`config.mk`:
```
export PLATFORM = sky130hd
export DESIGN_NAME = usb_line_codec
export DESIGN_NICKNAME = d
export VERILOG_FILES = /design/src/rtl/usb_lc_pkg.sv /design/src/rtl/usb_nrzi_tx.sv /design/src/rtl/usb_nrzi_rx.sv /design/src/rtl/usb_line_codec.sv
export SDC_FILE = /design/constraint.sdc
export NUM_CORES = 1
export LEC_CHECK = 0
export BUFFER_PORTS_ARGS = -buffer_cell sky130_fd_sc_hd__buf_2
export CAP_MARGIN = 5
export CORE_MARGIN = 10
export CORE_UTILIZATION = 45
export DETAILED_ROUTE_END_ITERATION = 10
export GPL_TIMING_DRIVEN = 0
export PLACE_DENSITY = 0.6
export SETUP_SLACK_MARGIN = 0.02
export SLEW_MARGIN = 5
export SYNTH_ARGS = -nofsm -noshare
export SYNTH_HDL_FRONTEND = slang
export SYNTH_SLANG_ARGS = --single-unit
```
`constraint.sdc`:
```
create_clock -name clk -period 2.8 [get_ports clk]
set_input_delay 0.56 -clock clk [delete_from_list [all_inputs] [get_ports clk]]
set_output_delay 0.56 -clock clk [all_outputs]
set_load 0.05 [all_outputs]
```
`src/rtl/usb_lc_pkg.sv`:
```
package usb_lc_pkg;

    localparam logic [1:0] LN_SE0 = 2'b00;
    localparam logic [1:0] LN_K   = 2'b01;
    localparam logic [1:0] LN_J   = 2'b10;

    typedef enum logic [2:0] {
        TX_IDLE,
        TX_SYNC,
        TX_DATA,
        TX_TAIL,
        TX_SE0
    } tx_st_e;

    typedef enum logic [1:0] {
        RX_HUNT,
        RX_SYNC,
        RX_DATA,
        RX_WAITJ
    } rx_st_e;

    function automatic logic [1:0] lvl_to_line(input logic lvl);
        return lvl ? LN_J : LN_K;
    endfunction

endpackage

```
`src/rtl/usb_nrzi_tx.sv`:
```
module usb_nrzi_tx
    import usb_lc_pkg::*;
#(
    parameter int BYTE_W   = 8,
    parameter int RUN_MAX  = 6,
    parameter int SE0_BITS = 2
) (
    input  logic              clk,
    input  logic              rst_n,
    input  logic [BYTE_W-1:0] tx_data,
    input  logic              tx_valid,
    output logic              tx_ready,
    output logic              line_dp,
    output logic              line_dm
);

    localparam int CW = $clog2(BYTE_W);
    localparam int OW = $clog2(RUN_MAX + 1);
    localparam int SW = $clog2(SE0_BITS + 1);
    localparam logic [BYTE_W-1:0] SYNC_PAT = {1'b1, {(BYTE_W-1){1'b0}}};

    typedef struct packed {
        tx_st_e            st;
        logic [BYTE_W-1:0] sh;
        logic [CW-1:0]     cnt;
        logic [OW-1:0]     ones;
        logic              lvl;
        logic [1:0]        line;
        logic [SW-1:0]     se0n;
    } tx_regs_t;

    tx_regs_t q, d;
    logic     at_stuff;
    logic     last_bit;
    logic     cur_bit;
    logic     shifting;

    assign shifting = (q.st == TX_SYNC) || (q.st == TX_DATA);
    assign at_stuff = (q.ones == OW'(RUN_MAX));
    assign last_bit = (q.cnt == CW'(BYTE_W - 1));
    assign cur_bit  = q.sh[0];
    assign tx_ready = shifting && !at_stuff && last_bit;

    always_comb begin
        d = q;
        unique case (q.st)
            TX_IDLE: begin
                d.line = LN_J;
                d.lvl  = 1'b1;
                if (tx_valid) begin
                    d.st   = TX_SYNC;
                    d.sh   = SYNC_PAT;
                    d.cnt  = '0;
                    d.ones = '0;
                end
            end
            TX_SYNC, TX_DATA: begin
                if (at_stuff) begin
                    d.lvl  = ~q.lvl;
                    d.ones = '0;
                end else begin
                    d.lvl  = cur_bit ? q.lvl : ~q.lvl;
                    d.ones = cur_bit ? q.ones + OW'(1) : '0;
                    d.sh   = q.sh >> 1;
                    if (last_bit) begin
                        if (tx_valid) begin
                            d.sh  = tx_data;
                            d.cnt = '0;
                            d.st  = TX_DATA;
                        end else begin
                            d.st  = TX_TAIL;
                        end
                    end else begin
                        d.cnt = q.cnt + CW'(1);
                    end
                end
                d.line = lvl_to_line(d.lvl);
            end
            TX_TAIL: begin
                if (at_stuff) begin
                    d.lvl  = ~q.lvl;
                    d.ones = '0;
                    d.line = lvl_to_line(d.lvl);
                end else begin
                    d.line = LN_SE0;
                    d.se0n = SW'(1);
                    d.st   = TX_SE0;
                end
            end
            TX_SE0: begin
                if (q.se0n == SW'(SE0_BITS)) begin
                    d.line = LN_J;
                    d.lvl  = 1'b1;
                    d.st   = TX_IDLE;
                end else begin
                    d.line = LN_SE0;
                    d.se0n = q.se0n + SW'(1);
                end
            end
            default: begin
                d.st   = TX_IDLE;
                d.line = LN_J;
                d.lvl  = 1'b1;
            end
        endcase
    end

    always_ff @(posedge clk or negedge rst_n) begin
        if (!rst_n) begin
            q      <= '0;
            q.line <= LN_J;
            q.lvl  <= 1'b1;
        end else begin
            q <= d;
        end
    end

    assign line_dp = q.line[1];
    assign line_dm = q.line[0];

    // Checker: count consecutive unchanged J/K states while a packet is on the line
    logic [OW:0] run_q;
    logic [1:0]  prev_line_q;

    always_ff @(posedge clk or negedge rst_n) begin
        if (!rst_n) begin
            run_q       <= '0;
            prev_line_q <= LN_J;
        end else begin
            prev_line_q <= q.line;
            if ((q.st == TX_SYNC || q.st == TX_DATA || q.st == TX_TAIL) &&
                q.line != LN_SE0 && q.line == prev_line_q)
                run_q <= run_q + {{OW{1'b0}}, 1'b1};
            else
                run_q <= '0;
        end
    end

    AST_RUN_LIMIT: assert property (@(posedge clk) disable iff (!rst_n)
        run_q <= (OW+1)'(RUN_MAX));

    AST_EOP_ENDS_IN_J: assert property (@(posedge clk) disable iff (!rst_n)
        (q.st == TX_SE0 && q.se0n == SW'(SE0_BITS)) |=> (line_dp && !line_dm));

    AST_ACCEPT_LOADS: assert property (@(posedge clk) disable iff (!rst_n)
        (tx_valid && tx_ready) |=> (q.st == TX_DATA && q.cnt == '0));

    AST_NO_SE0_ON_READY: assert property (@(posedge clk) disable iff (!rst_n)
        tx_ready |-> (line_dp || line_dm));

endmodule

```
`src/rtl/usb_nrzi_rx.sv`:
```
module usb_nrzi_rx
    import usb_lc_pkg::*;
#(
    parameter int BYTE_W  = 8,
    parameter int RUN_MAX = 6
) (
    input  logic              clk,
    input  logic              rst_n,
    input  logic              rx_dp,
    input  logic              rx_dm,
    output logic [BYTE_W-1:0] rx_data,
    output logic              rx_valid,
    output logic              rx_eop,
    output logic              rx_stuff_err
);

    localparam int CW = $clog2(BYTE_W);
    localparam int OW = $clog2(RUN_MAX + 1);

    typedef struct packed {
        rx_st_e            st;
        logic [BYTE_W-1:0] sh;
        logic [CW-1:0]     cnt;
        logic [OW-1:0]     ones;
        logic              prev;
        logic [BYTE_W-1:0] data;
        logic              valid;
        logic              eop;
        logic              err;
    } rx_regs_t;

    rx_regs_t   q, d;
    logic [1:0] line;
    logic       is_se0;
    logic       bit_v;

    assign line   = {rx_dp, rx_dm};
    assign is_se0 = (line == LN_SE0);
    assign bit_v  = (rx_dp == q.prev);

    always_comb begin
        d       = q;
        d.valid = 1'b0;
        d.eop   = 1'b0;
        d.err   = 1'b0;
        unique case (q.st)
            RX_HUNT: begin
                d.prev = 1'b1;
                if (line == LN_K) begin
                    d.st   = RX_SYNC;
                    d.prev = 1'b0;
                end
            end
            RX_SYNC: begin
                if (is_se0) begin
                    d.st = RX_WAITJ;
                end else begin
                    d.prev = rx_dp;
                    if (bit_v) begin
                        d.st   = RX_DATA;
                        d.ones = OW'(1);
                        d.cnt  = '0;
                    end
                end
            end
            RX_DATA: begin
                if (is_se0) begin
                    d.eop = 1'b1;
                    d.st  = RX_WAITJ;
                end else begin
                    d.prev = rx_dp;
                    if (q.ones == OW'(RUN_MAX)) begin
                        if (bit_v) begin
                            d.err = 1'b1;
                            d.st  = RX_WAITJ;
                        end else begin
                            d.ones = '0;
                        end
                    end else begin
                        d.sh   = {bit_v, q.sh[BYTE_W-1:1]};
                        d.ones = bit_v ? q.ones + OW'(1) : '0;
                        if (q.cnt == CW'(BYTE_W - 1)) begin
                            d.data  = d.sh;
                            d.valid = 1'b1;
                            d.cnt   = '0;
                        end else begin
                            d.cnt = q.cnt + CW'(1);
                        end
                    end
                end
            end
            RX_WAITJ: begin
                if (line == LN_J)
                    d.st = RX_HUNT;
            end
            default: d.st = RX_HUNT;
        endcase
    end

    always_ff @(posedge clk or negedge rst_n) begin
        if (!rst_n) begin
            q      <= '0;
            q.prev <= 1'b1;
        end else begin
            q <= d;
        end
    end

    assign rx_data      = q.data;
    assign rx_valid     = q.valid;
    assign rx_eop       = q.eop;
    assign rx_stuff_err = q.err;

    AST_RX_BYTE_GAP: assert property (@(posedge clk) disable iff (!rst_n)
        rx_valid |=> !rx_valid);

    AST_RX_ERR_ABANDONS: assert property (@(posedge clk) disable iff (!rst_n)
        rx_stuff_err |=> (!rx_valid && !rx_eop));

    AST_RX_EOP_AFTER_SE0: assert property (@(posedge clk) disable iff (!rst_n)
        rx_eop |-> ($past(rx_dp) == 1'b0 && $past(rx_dm) == 1'b0));

endmodule

```
`src/rtl/usb_line_codec.sv`:
```
module usb_line_codec #(
    parameter int BYTE_W   = 8,
    parameter int RUN_MAX  = 6,
    parameter int SE0_BITS = 2
) (
    input  logic              clk,
    input  logic              rst_n,
    input  logic [BYTE_W-1:0] tx_data,
    input  logic              tx_valid,
    output logic              tx_ready,
    output logic              line_dp,
    output logic              line_dm,
    input  logic              rx_dp,
    input  logic              rx_dm,
    output logic [BYTE_W-1:0] rx_data,
    output logic              rx_valid,
    output logic              rx_eop,
    output logic              rx_stuff_err
);

    usb_nrzi_tx #(
        .BYTE_W   (BYTE_W),
        .RUN_MAX  (RUN_MAX),
        .SE0_BITS (SE0_BITS)
    ) u_tx (
        .clk      (clk),
        .rst_n    (rst_n),
        .tx_data  (tx_data),
        .tx_valid (tx_valid),
        .tx_ready (tx_ready),
        .line_dp  (line_dp),
        .line_dm  (line_dm)
    );

    usb_nrzi_rx #(
        .BYTE_W  (BYTE_W),
        .RUN_MAX (RUN_MAX)
    ) u_rx (
        .clk          (clk),
        .rst_n        (rst_n),
        .rx_dp        (rx_dp),
        .rx_dm        (rx_dm),
        .rx_data      (rx_data),
        .rx_valid     (rx_valid),
        .rx_eop       (rx_eop),
        .rx_stuff_err (rx_stuff_err)
    );

endmodule

```
==> results of run 1 <==
[kinds of logic (layout without fill, tap and decap cells)]
family / after synthesis / after routing
flip-flops: 49 / 49
multiplexers: 25 / 25
buffers and inverters: 32 / 65
XOR/XNOR: 3 / 3
AO/OA/AOI/OAI: 50 / 50
adder cells (fa/ha/maj): 15 / 15
AND/OR/NAND/NOR: 86 / 86
[cells in the mapped netlist (2+ instances only)]
cell	instances	area, sq um
a21oi_1	20	100
dfstp_2	3	78.8
nor2_1	10	37.5
nand2_1	38	143
a21bo_2	2	20.0
and3_1	2	12.5
a311oi_1	2	17.5
nor2b_1	2	12.5
buf_6	3	33.8
dfrtp_1	46	1150
nand2b_1	4	25.0
inv_1	13	48.8
nand3_1	13	65.1
buf_2	4	20.0
a32o_1	3	30.0
nand4_1	3	18.8
xnor2_1	2	17.5
mux2i_1	3	30.0
a211oi_1	2	15.0
buf_4	8	60.1
o21ai_0	7	35.0
nor3_1	6	30.0
ha_1	14	175
or3_1	2	12.5
mux2_2	22	248
clkbuf_1	4	15.0
o221ai_1	2	17.5
o22ai_1	2	12.5
[report_power, final]
part | total, W | switching, W | internal, W
clock | 0.000444 | 0.000261 | 0.000183
sequential | 0.00108 | 0.000146 | 0.000936
combinational | 0.00129 | 0.000716 | 0.000571
total | 0.00281 | 0.00112 | 0.00169
[cells in the final DEF (no fill, tap or decap), types with 3 or more instances in the layout]
master and n:
nand2_1 38, mux2i_1 3, nor2_1 10, a32o_1 3, buf_4 8, o21ai_0 7, mux2_2 22, dfstp_2 3
clkbuf_1 4, nand2b_1 4, dfrtp_1 46, ha_1 14, nand4_1 3, nand3_1 13, inv_1 13, clkbuf_8 5
nor3_1 6, a21oi_1 20, buf_2 29, buf_6 3
[stage by stage]
| stage | power (W) | utilization, % | setup slack, ns | hold slack (ns) |
|---|---|---|---|---|
| final | 0.00281 | 52.5 | 0.312 | 0.458 |
| after global routing | 0.00305 | 52.5 | 0.126 | 0.518 |
| after CTS | 0.00284 | 52.5 | 0.297 | 0.496 |
| after detailed placement | 0.00239 | 50.8 | 0.646 | 0.470 |
| after global placement | 0.00236 | 50.8 | 0.636 | 0.460 |
| after floorplan | 0.00211 | - | 0.167 | 0.264 |
[routing by layer]
metal | track usage, % | wire length, um | share of wire [%]
met1 | 14.2 | 2360 | 47
met2 | 19.5 | 2380 | 48
met3 | 2.93 | 200 | 4.0
met4 | 4.00 | 65 | 1.3
met5 | 0 | 0 | 0
[worst max-delay path, stage by stage (launching register included)]
cell	delay, ns
dfrtp_1	0.37
ha_1	0.14
ha_1	0.17
clkbuf_1	0.34
inv_1	0.10
nor3_1	0.20
buf_2	0.29
[how the worst min path moves through the flow]
stage / end / slack [ns] / cells past startpoint
detailed placement: u_rx.q[19] / 0.47 / 2
finish: u_tx.q[17] / 0.46 / 1
floorplan: u_rx.q[12] / 0.26 / 0
CTS: u_tx.q[1] / 0.50 / 1
global route: u_rx.q[11] / 0.52 / 3
global placement: u_rx.q[19] / 0.46 / 2
[final cells by class]
cell class / instances / area [sq um]
Timing Repair Buffer: 25 / 125
Multi-Input combinational cell: 179 / 1230
Fill cell: 561 / 2660
Clock inverter: 3 / 25.0
Tap cell: 72 / 90.1
Clock buffer: 5 / 68.8
Sequential cell: 49 / 1230
Buffer: 19 / 129
Inverter: 13 / 48.8
[registers in the layout (all words and copies together), names as in the netlist]
signal / count
u_tx.q: 19
u_rx.q: 16
u_rx.rx_data: 8
u_rx.rx_eop: 1
u_rx.rx_stuff_err: 1
u_rx.rx_valid: 1
u_tx.cur_bit: 1
u_tx.line_dm: 1
u_tx.line_dp: 1
==> key figures, run 1 <==
Critical path
  • Flop2flop setup slack: 0.63 ns
  • Setup CP Type: flop to primary output
  • Worst r2r src: u_rx.q[26]
  • Critical path launch point type: flop
  • R2R cell count: 7
  • Worst r2r dst: u_rx.q[27]
  • CP startpoint: u_tx.q[9]
  • Largest fanout on the critical path: 10
  • Crit path capture type: primary output
  • Crit path DAT: 1.93 ns
  • Critical Path End: tx_ready
  • CP required: 2.24 ns

Placed design
  • Dpl cell area: 0.00285 sq mm
  • DP Cell Count: 357
  • Port bufs: 25
  • Detailed-placement wirelength estimate: 3600 um
  • Routability cong.: 0.792

Power
  • Peak VDD IR: 0.000505 V
  • Power Dens Cells: 955 mW/mm^2
  • Leak: 1.49 nW

Timing
  • Setup tns final: 0 ns
  • Final Hold Violating Endpoints: 0
  • Period minus WS final: 2.49 ns
  • Worst slew pin tran: 1.10 ns
  • RSZ-0062 raised after global routing: no
  • Worst slew margin: 27.0%
  • Fin crit share: 88.8%
  • Fmax: 0.402 GHz
  • Skew final: 0.00964 ns
  • Count of pins over their slew limit: 0
  • Final setup vio count: 0

Yosys
  • EDFF count, synth: 0
  • Main combinational cell family by area after synthesis: simple AND/OR/NAND/NOR gates
  • Synth warn: 0
  • Synth Area in Simple Gates: 15.3%
  • Xor-xnor portion of the synthesized cell area: 0.997%
  • Seq cells post-synth: 49
  • Synthesized area: 0.00264 sq mm
  • Synth Area in Compound Gates: 12.8%
  • Synth Net Count: 287
  • Adder-cell share of the synthesized area: 7.02%
  • Average size of a mapped cell: 10.1 sq um
  • Mux cell area share after synthesis: 10.5%
  • Gate Count Post-Synth: 260
  • Post-synthesis async set-or-reset flop share: 100%
  • Post-synth cell types: 46
  • Seq/Total Area, Yosys: 46.7%
  • Main synth FF type: dfrtp_1

Die
  • Rows: 27
  • Num ports: 27
  • Core ar.: 0.00561 sq mm
  • Initial core utilization: 47.0%
  • DIE AREA: 0.00932 sq mm
  • Die extent in y: 96.5 um
  • Die width: 96.5 um

CTS
  • Clock Path Buffers: 2
  • CTS Buf Count: 5
  • Clk_lat worst skew: 0.30 ns
  • CTS Sinks: 49
  • CTS H-tree lvls: 2
  • Clock transition at the registers of the reported paths: 0.10 ns
  • Post-CTS setup buffers: 0
  • # resized after CTS: 0
  • Hold Buf Count CTS: 0
  • Root buffer cell: clkbuf_8
  • CTS tree: done

Route
  • DRT Pass-1 Iters: 4
  • Detailed Route WL: 5010 um
  • Initial DRC Count: 82
  • Post-route ant nets: 0
  • WL/cell: 13.7 um
  • # DRC: 0
  • Vias post-DR: 1934
  • Average vias per placed instance: 5.30

Global route
  • Vias in the first global route: 1929
  • Grt total ovfl: 0
  • GRT Total Usage: 11.6%
  • Largest net degree at the start of global routing: 50
  • Initial antenna violation count: 0
  • Global-route wire length before repair: 8810 um

Cells and area
  • Nets@finish: 319
  • Antenna cells: 0
  • Layout overhead on the synthesized area: 11.7%
  • Share of cells above drive strength 1: 28.3%
  • Post-route cell area: 0.00295 sq mm
  • Final instance count without filler cells: 365

Worst hold path
  • Hold Path Class: input port to async pin

Run
  • Max Cap Viol: 0

Status
  • Outcome: complete, no violations
Note: power is estimated with default switching activity, not from simulation.
==> inputs of run 2 (changes only) <==
--- a/config.mk
+++ b/config.mk
@@ -5,6 +5,7 @@
 export SDC_FILE = /design/constraint.sdc
 export NUM_CORES = 1
 export LEC_CHECK = 0
+export ABC_CLOCK_PERIOD_IN_PS = 2500
 export BUFFER_PORTS_ARGS = -buffer_cell sky130_fd_sc_hd__buf_2
 export CAP_MARGIN = 5
 export CORE_MARGIN = 10
==> constraint.sdc (replaced) <==
create_clock -name clk -period 2.5 [get_ports clk]
set_input_delay 0.5 -clock clk [delete_from_list [all_inputs] [get_ports clk]]
set_output_delay 0.5 -clock clk [all_outputs]
set_load 0.05 [all_outputs]
==> run 2 against run 1 <==
  * Utilization rose by 0.71 points
  * Register-to-register slack worse by 0.26 ns
  * Cell count unchanged
  * Routed wire length is 1.5% higher
  * Worst hold slack worse by 0.065 ns
  * Worst setup slack got worse by 0.15 ns
  * Clock power rose by 35%
  * Combinational power grew 14%
  * Global-route usage increased by 0.26 points
  * Critical path depth is the same
  * Via count decreased by 0.21%
  * Critical endpoint unchanged
==> key figures, run 2 (same netlist as run 1, synthesis figures left out) <==
Critical path
  • Crit path DAT: 1.83 ns (-0.10 ns)
  • Crit path capture type: primary output
  • Setup CP Type: flop to primary output
  • Most Frequent Cell on Critical Path: buf_2
  • Worst r2r dst: u_rx.q[27]
  • R2R cell count: 7 (unchanged)
  • Slowest Stage Delay on Critical Path: 0.36 ns (about the same)
  • Critical path launch point type: flop
  • Flop2flop setup slack: 0.37 ns (-0.26 ns)
  • Crit path cell chain: buf_2, xor2_2, nand2b_1, clkbuf_1, nor3_2, buf_2
  • Worst r2r src: u_rx.q[26]
  • CP startpoint: u_tx.q[20]
  • Largest fanout on the critical path: 8 (-2)
  • CP required: 2.00 ns (-0.24 ns)
  • Slowest CP cell: dfrtp_1

Cells and area
  • Antenna cells: 0 (unchanged)
  • Filler Cell Count: 513 (-8.6%)
  • Nets@finish: 319 (unchanged)
  • Most frequent cells in the layout: dfrtp_1 (46), nand2_1 (38), buf_2 (29)
  • Share of cells above drive strength 1: 29.4% (+1.0 points)
  • Layout overhead on the synthesized area: 13.2%
  • Number of flip-flops under the largest register name: 19 (unchanged)
  • Top reg by flops: u_tx.q
  • Commonest non-fill, non-tap cell in the layout: dfrtp_1
  • Post-route cell area: 0.00299 sq mm (+1.4%)

Timing
  • Setup WS post-layout: 0.166 ns (-0.146 ns)
  • Worst slew pin tran: 1.09 ns (-0.00374 ns)
  • Setup tns final: 0 ns (unchanged)
  • Period minus WS final: 2.33 ns
  • Worst hold slack: 0.393 ns (-0.0651 ns)
  • Fin crit share: 93.4%
  • Fmax: 0.428 GHz
  • Worst slew margin: 27.2% (+0.25 points)
  • RSZ-0062 raised after global routing: no
  • Final Hold Violating Endpoints: 0 (unchanged)
  • Final setup vio count: 0 (unchanged)
  • Skew final: 0.00271 ns (-0.00693 ns)
  • Count of pins over their slew limit: 0 (unchanged)

Route
  • Initial DRC Count: 135 (+65%)
  • Met1 WL: 2490 um (+5.4%)
  • Met2 wire length: 2290 um (-3.9%)
  • # DRC: 0 (unchanged)
  • Met3 WL post-DR: 234 um (+17%)
  • Average vias per placed instance: 5.29 (-0.21%)
  • Post-route ant nets: 0 (unchanged)
  • DRT Pass-1 Iters: 4 (unchanged)
  • Vias post-DR: 1930 (-0.21%)
  • Detailed Route WL: 5090 um (+1.5%)
  • WL/cell: 13.9 um (+1.5%)
  • DR top layer: met4

Placed design
  • Dpl cell area: 0.00286 sq mm (+0.18%)
  • Port bufs: 25 (unchanged)
  • Detailed-placement wirelength estimate: 3690 um (+2.4%)
  • Pre-CTS setup slack: 0.346 ns (-0.300 ns)
  • Routability cong.: 0.885 (+12%)

Global route
  • Vias in the first global route: 1952 (+1.2%)
  • Global-route wire length before repair: 8870 um (+0.70%)
  • Grt total ovfl: 0 (unchanged)
  • Largest net degree at the start of global routing: 50 (unchanged)
  • GRT Total Usage: 11.9% (+0.26 points)
  • Initial antenna violation count: 0 (unchanged)

CTS
  • CTS tree: done
  • CTS Sinks: 49 (unchanged)
  • # resized after CTS: 1 (+1)
  • Clock Path Buffers: 2 (unchanged)
  • Clk_lat worst skew: 0.31 ns (about the same)
  • Post-CTS setup buffers: 0 (unchanged)
  • Hold Buf Count CTS: 0 (unchanged)
  • CTS H-tree lvls: 2 (unchanged)
  • Clock transition at the registers of the reported paths: 0.09 ns (about the same)
  • Root buffer cell: clkbuf_8
  • CTS Buf Count: 5 (unchanged)

Status
  • Outcome: complete, no violations

Die
  • DIE AREA: 0.00932 sq mm (unchanged)
  • Core ar.: 0.00561 sq mm (unchanged)
  • Die width: 96.5 um (unchanged)
  • Die extent in y: 96.5 um (unchanged)
  • Num ports: 27 (unchanged)
  • Rows: 27 (unchanged)
  • Initial core utilization: 47.0% (unchanged)

Power
  • Power Dens Cells: 1100 mW/mm^2 (+15%)
  • Leak: 1.51 nW (+1.2%)
  • Peak VDD IR: 0.000485 V (-4.0%)

Worst hold path
  • Hold Path Class: input port to async pin

Run
  • Max Cap Viol: 0 (unchanged)
[run 2: worst max-delay path by stage]
stage,end,cells after the start
5_1_grt,tx_ready,6
6_report,tx_ready,6
3_3_place_gp,tx_ready,6
2_1_floorplan,tx_ready,5
4_1_cts,tx_ready,6
3_5_place_dp,tx_ready,6
[run 2: cell type report]
type | count | area [sq um] | area share, %
multi-input combinational | 179 | 1240 | 41.6
sequential | 49 | 1230 | 41.2
buffer | 19 | 130 | 4.36
timing repair buffer | 25 | 125 | 4.19
tap | 72 | 90.1 | 3.02
clock buffer | 6 | 82.6 | 2.77
inverter | 13 | 48.8 | 1.63
clock inverter | 2 | 37.5 | 1.26
[run 2: metrics by stage]
| step | instances | total power (W) | util, % |
|---|---|---|---|
| final | 365 | 0.00328 | 53.2 |
| after global routing | 365 | 0.00356 | 53.2 |
| after CTS | 365 | 0.00331 | 53.1 |
| after detailed placement | 357 | 0.00269 | 50.9 |
| after global placement | 357 | 0.00265 | 50.9 |
| after floorplan | 260 | 0.00237 | - |
[run 2: critical path, delay by kind of cell (launching register included)]
| family | cells | cell delay, ns |
|---|---|---|
| xor+xnor | 1 | 0.25 |
| simple gates | 2 | 0.25 |
| flops | 1 | 0.36 |
| buf+inv | 3 | 0.66 |
[run 2: routing by layer]
layer  up-vias  GRT usage, %
met5         -             0
met4         0          4.96
met3         6          3.62
met2        27          18.4
met1       931          15.1
li1        966             -
[run 2: where the power goes]
group | internal (W) | total (W) | switching (W)
Combinational | 0.000644 | 0.00147 | 0.000823
Clock | 0.000325 | 0.000600 | 0.000275
Sequential | 0.00105 | 0.00121 | 0.000164
Total | 0.00202 | 0.00328 | 0.00126
==> inputs of run 3 (changes only) <==
--- a/config.mk
+++ b/config.mk
@@ -12,6 +12,7 @@
 export CORE_UTILIZATION = 45
 export DETAILED_ROUTE_END_ITERATION = 10
 export GPL_TIMING_DRIVEN = 0
+export MAX_ROUTING_LAYER = met4
 export PLACE_DENSITY = 0.6
 export SETUP_SLACK_MARGIN = 0.02
 export SLEW_MARGIN = 5
==> run 3 against run 2 <==
  * Critical path depth unchanged
  * Critical endpoint unchanged
  * Utilization unchanged
  * Sequential share of layout area unchanged
  * Global-route usage rose by 0.35 points
  * Worst setup slack better by 0.0021 ns
  * Count of clock-buffer cells in the layout did not move
  * Highest routed layer unchanged
  * Cell count is the same
  * Clock skew barely moved
  * Cell area unchanged
  * Non-clock buffer count unchanged
  * Clock power hardly changed
==> key figures, run 3 (same netlist as run 1, synthesis figures left out) <==
Status
  • Outcome: complete, no violations

CTS
  • Clock Path Buffers: 2 (unchanged)
  • CTS Sinks: 49 (unchanged)
  • Root buffer cell: clkbuf_8
  • Clk_lat worst skew: 0.30 ns (about the same)
  • CTS tree: done
  • Clock transition at the registers of the reported paths: 0.09 ns (about the same)
  • # resized after CTS: 1 (unchanged)
  • CTS H-tree lvls: 2 (unchanged)
  • Post-CTS setup buffers: 0 (unchanged)
  • Hold Buf Count CTS: 0 (unchanged)
  • CTS Buf Count: 5 (unchanged)

Global route
  • Largest net degree at the start of global routing: 50 (unchanged)
  • Initial antenna violation count: 0 (unchanged)
  • Global-route wire length before repair: 8870 um (unchanged)
  • Vias in the first global route: 1954 (+0.10%)
  • Grt total ovfl: 0 (unchanged)
  • GRT Total Usage: 12.3% (+0.35 points)

Critical path
  • R2R cell count: 7 (unchanged)
  • Critical path launch point type: flop
  • Crit path capture type: primary output
  • CP required: 2.00 ns (about the same)
  • Flop2flop setup slack: 0.37 ns (about the same)
  • Worst r2r dst: u_rx.q[27]
  • Setup CP Type: flop to primary output
  • Largest fanout on the critical path: 8 (unchanged)
  • Worst r2r src: u_rx.q[26]
  • Crit path DAT: 1.83 ns (about the same)

Cells and area
  • Layout overhead on the synthesized area: 13.2% (unchanged)
  • Number of flip-flops under the largest register name: 19 (unchanged)
  • Antenna cells: 0 (unchanged)
  • Nets@finish: 319 (unchanged)
  • Commonest non-fill, non-tap cell in the layout: dfrtp_1
  • Final instance count without filler cells: 365 (unchanged)
  • Most frequent cells in the layout: dfrtp_1 (46), nand2_1 (38), buf_2 (29)
  • Top reg by flops: u_tx.q
  • Share of cells above drive strength 1: 29.4% (unchanged)

Timing
  • Setup tns final: 0 ns (unchanged)
  • Fin crit share: 93.3% (about the same)
  • Skew final: 0.00283 ns (+0.000113 ns)
  • Final Hold Violating Endpoints: 0 (unchanged)
  • Worst slew pin tran: 1.09 ns (-0.00262 ns)
  • Final setup vio count: 0 (unchanged)
  • Setup WS post-layout: 0.168 ns (+0.00213 ns)
  • RSZ-0062 raised after global routing: no
  • Count of pins over their slew limit: 0 (unchanged)
  • Period minus WS final: 2.33 ns (-0.00213 ns)
  • Worst slew margin: 27.4% (+0.17 points)
  • Fmax: 0.429 GHz (about the same)

Placed design
  • Detailed-placement wirelength estimate: 3690 um (unchanged)
  • Pre-CTS setup slack: 0.346 ns (unchanged)
  • Routability cong.: 0.900 (+1.7%)
  • Port bufs: 25 (unchanged)
  • DP Cell Count: 357 (unchanged)

Run
  • Max Cap Viol: 0 (unchanged)

Route
  • WL/cell: 14.0 um (+0.24%)
  • Detailed Route WL: 5100 um (+0.24%)
  • # DRC: 0 (unchanged)
  • Initial DRC Count: 137 (+1.5%)
  • DRT Pass-1 Iters: 4 (unchanged)
  • Post-route ant nets: 0 (unchanged)
  • Vias post-DR: 1928 (-0.10%)
  • Average vias per placed instance: 5.28 (-0.10%)

Die
  • Rows: 27 (unchanged)
  • Die width: 96.5 um (unchanged)
  • Num ports: 27 (unchanged)
  • Core ar.: 0.00561 sq mm (unchanged)
  • DIE AREA: 0.00932 sq mm (unchanged)
  • Initial core utilization: 47.0% (unchanged)
  • Die extent in y: 96.5 um (unchanged)

Power
  • Peak VDD IR: 0.000484 V (about the same)
  • Power Dens Cells: 1100 mW/mm^2 (-0.13%)
  • Leak: 1.51 nW (unchanged)

Worst hold path
  • Hold Path Class: input port to async pin
run 3: power by group:
part | total [W] | switching, W | internal (W)
Clock | 0.000598 | 0.000273 | 0.000325
Combinational | 0.00147 | 0.000822 | 0.000644
Sequential | 0.00121 | 0.000163 | 0.00105
run 3: layout make-up:
| cell class | instances | area [sq um] |
|---|---|---|
| multi-input combinational | 179 | 1240 |
| inverter | 13 | 48.8 |
| buffer | 19 | 130 |
| clock buffer | 6 | 82.6 |
| fill | 513 | 2620 |
| clock inverter | 2 | 37.5 |
| tap | 72 | 90.1 |
| timing repair buffer | 25 | 125 |
| sequential | 49 | 1230 |
run 3: layer usage:
metal,up-vias,global-route usage (%),part of all wire (%),wire [um]
met3,5,3.32,4.4,225
met1,924,15.3,49,2490
met5,-,-,0,0
li1,963,-,-,-
met2,36,18.4,45,2320
met4,0,4.96,1.2,63
run 3: worst max-delay path by stage:
stage / start / to / slack (ns) / cells after the start
2_1_floorplan: u_tx.q[8] / tx_ready / 0.33 / 5
3_3_place_gp: u_tx.q[8] / tx_ready / 0.39 / 6
3_5_place_dp: u_tx.q[8] / tx_ready / 0.35 / 6
4_1_cts: u_tx.q[20] / tx_ready / 0.07 / 6
5_1_grt: u_tx.q[8] / tx_ready / 0.04 / 6
6_report: u_tx.q[20] / tx_ready / 0.17 / 6
run 3: through the flow:
stage          util (%)  hold slack [ns]  cell area [sq um]  total power, W
2_1_floorplan         -            0.204               2640         0.00237
3_3_place_gp       50.9            0.460               2860         0.00265
3_5_place_dp       50.9            0.484               2860         0.00269
4_1_cts            53.1            0.425               2980         0.00331
5_1_grt            53.2            0.448               2990         0.00356
6_report           53.2            0.393               2990         0.00328
run 3: critical path, stage by stage, from the launching register on:
cell and delay (ns):
dfrtp_1 0.36, buf_2 0.16, xor2_2 0.24, nand2b_1 0.08, clkbuf_1 0.21, nor3_2 0.17, buf_2 0.29
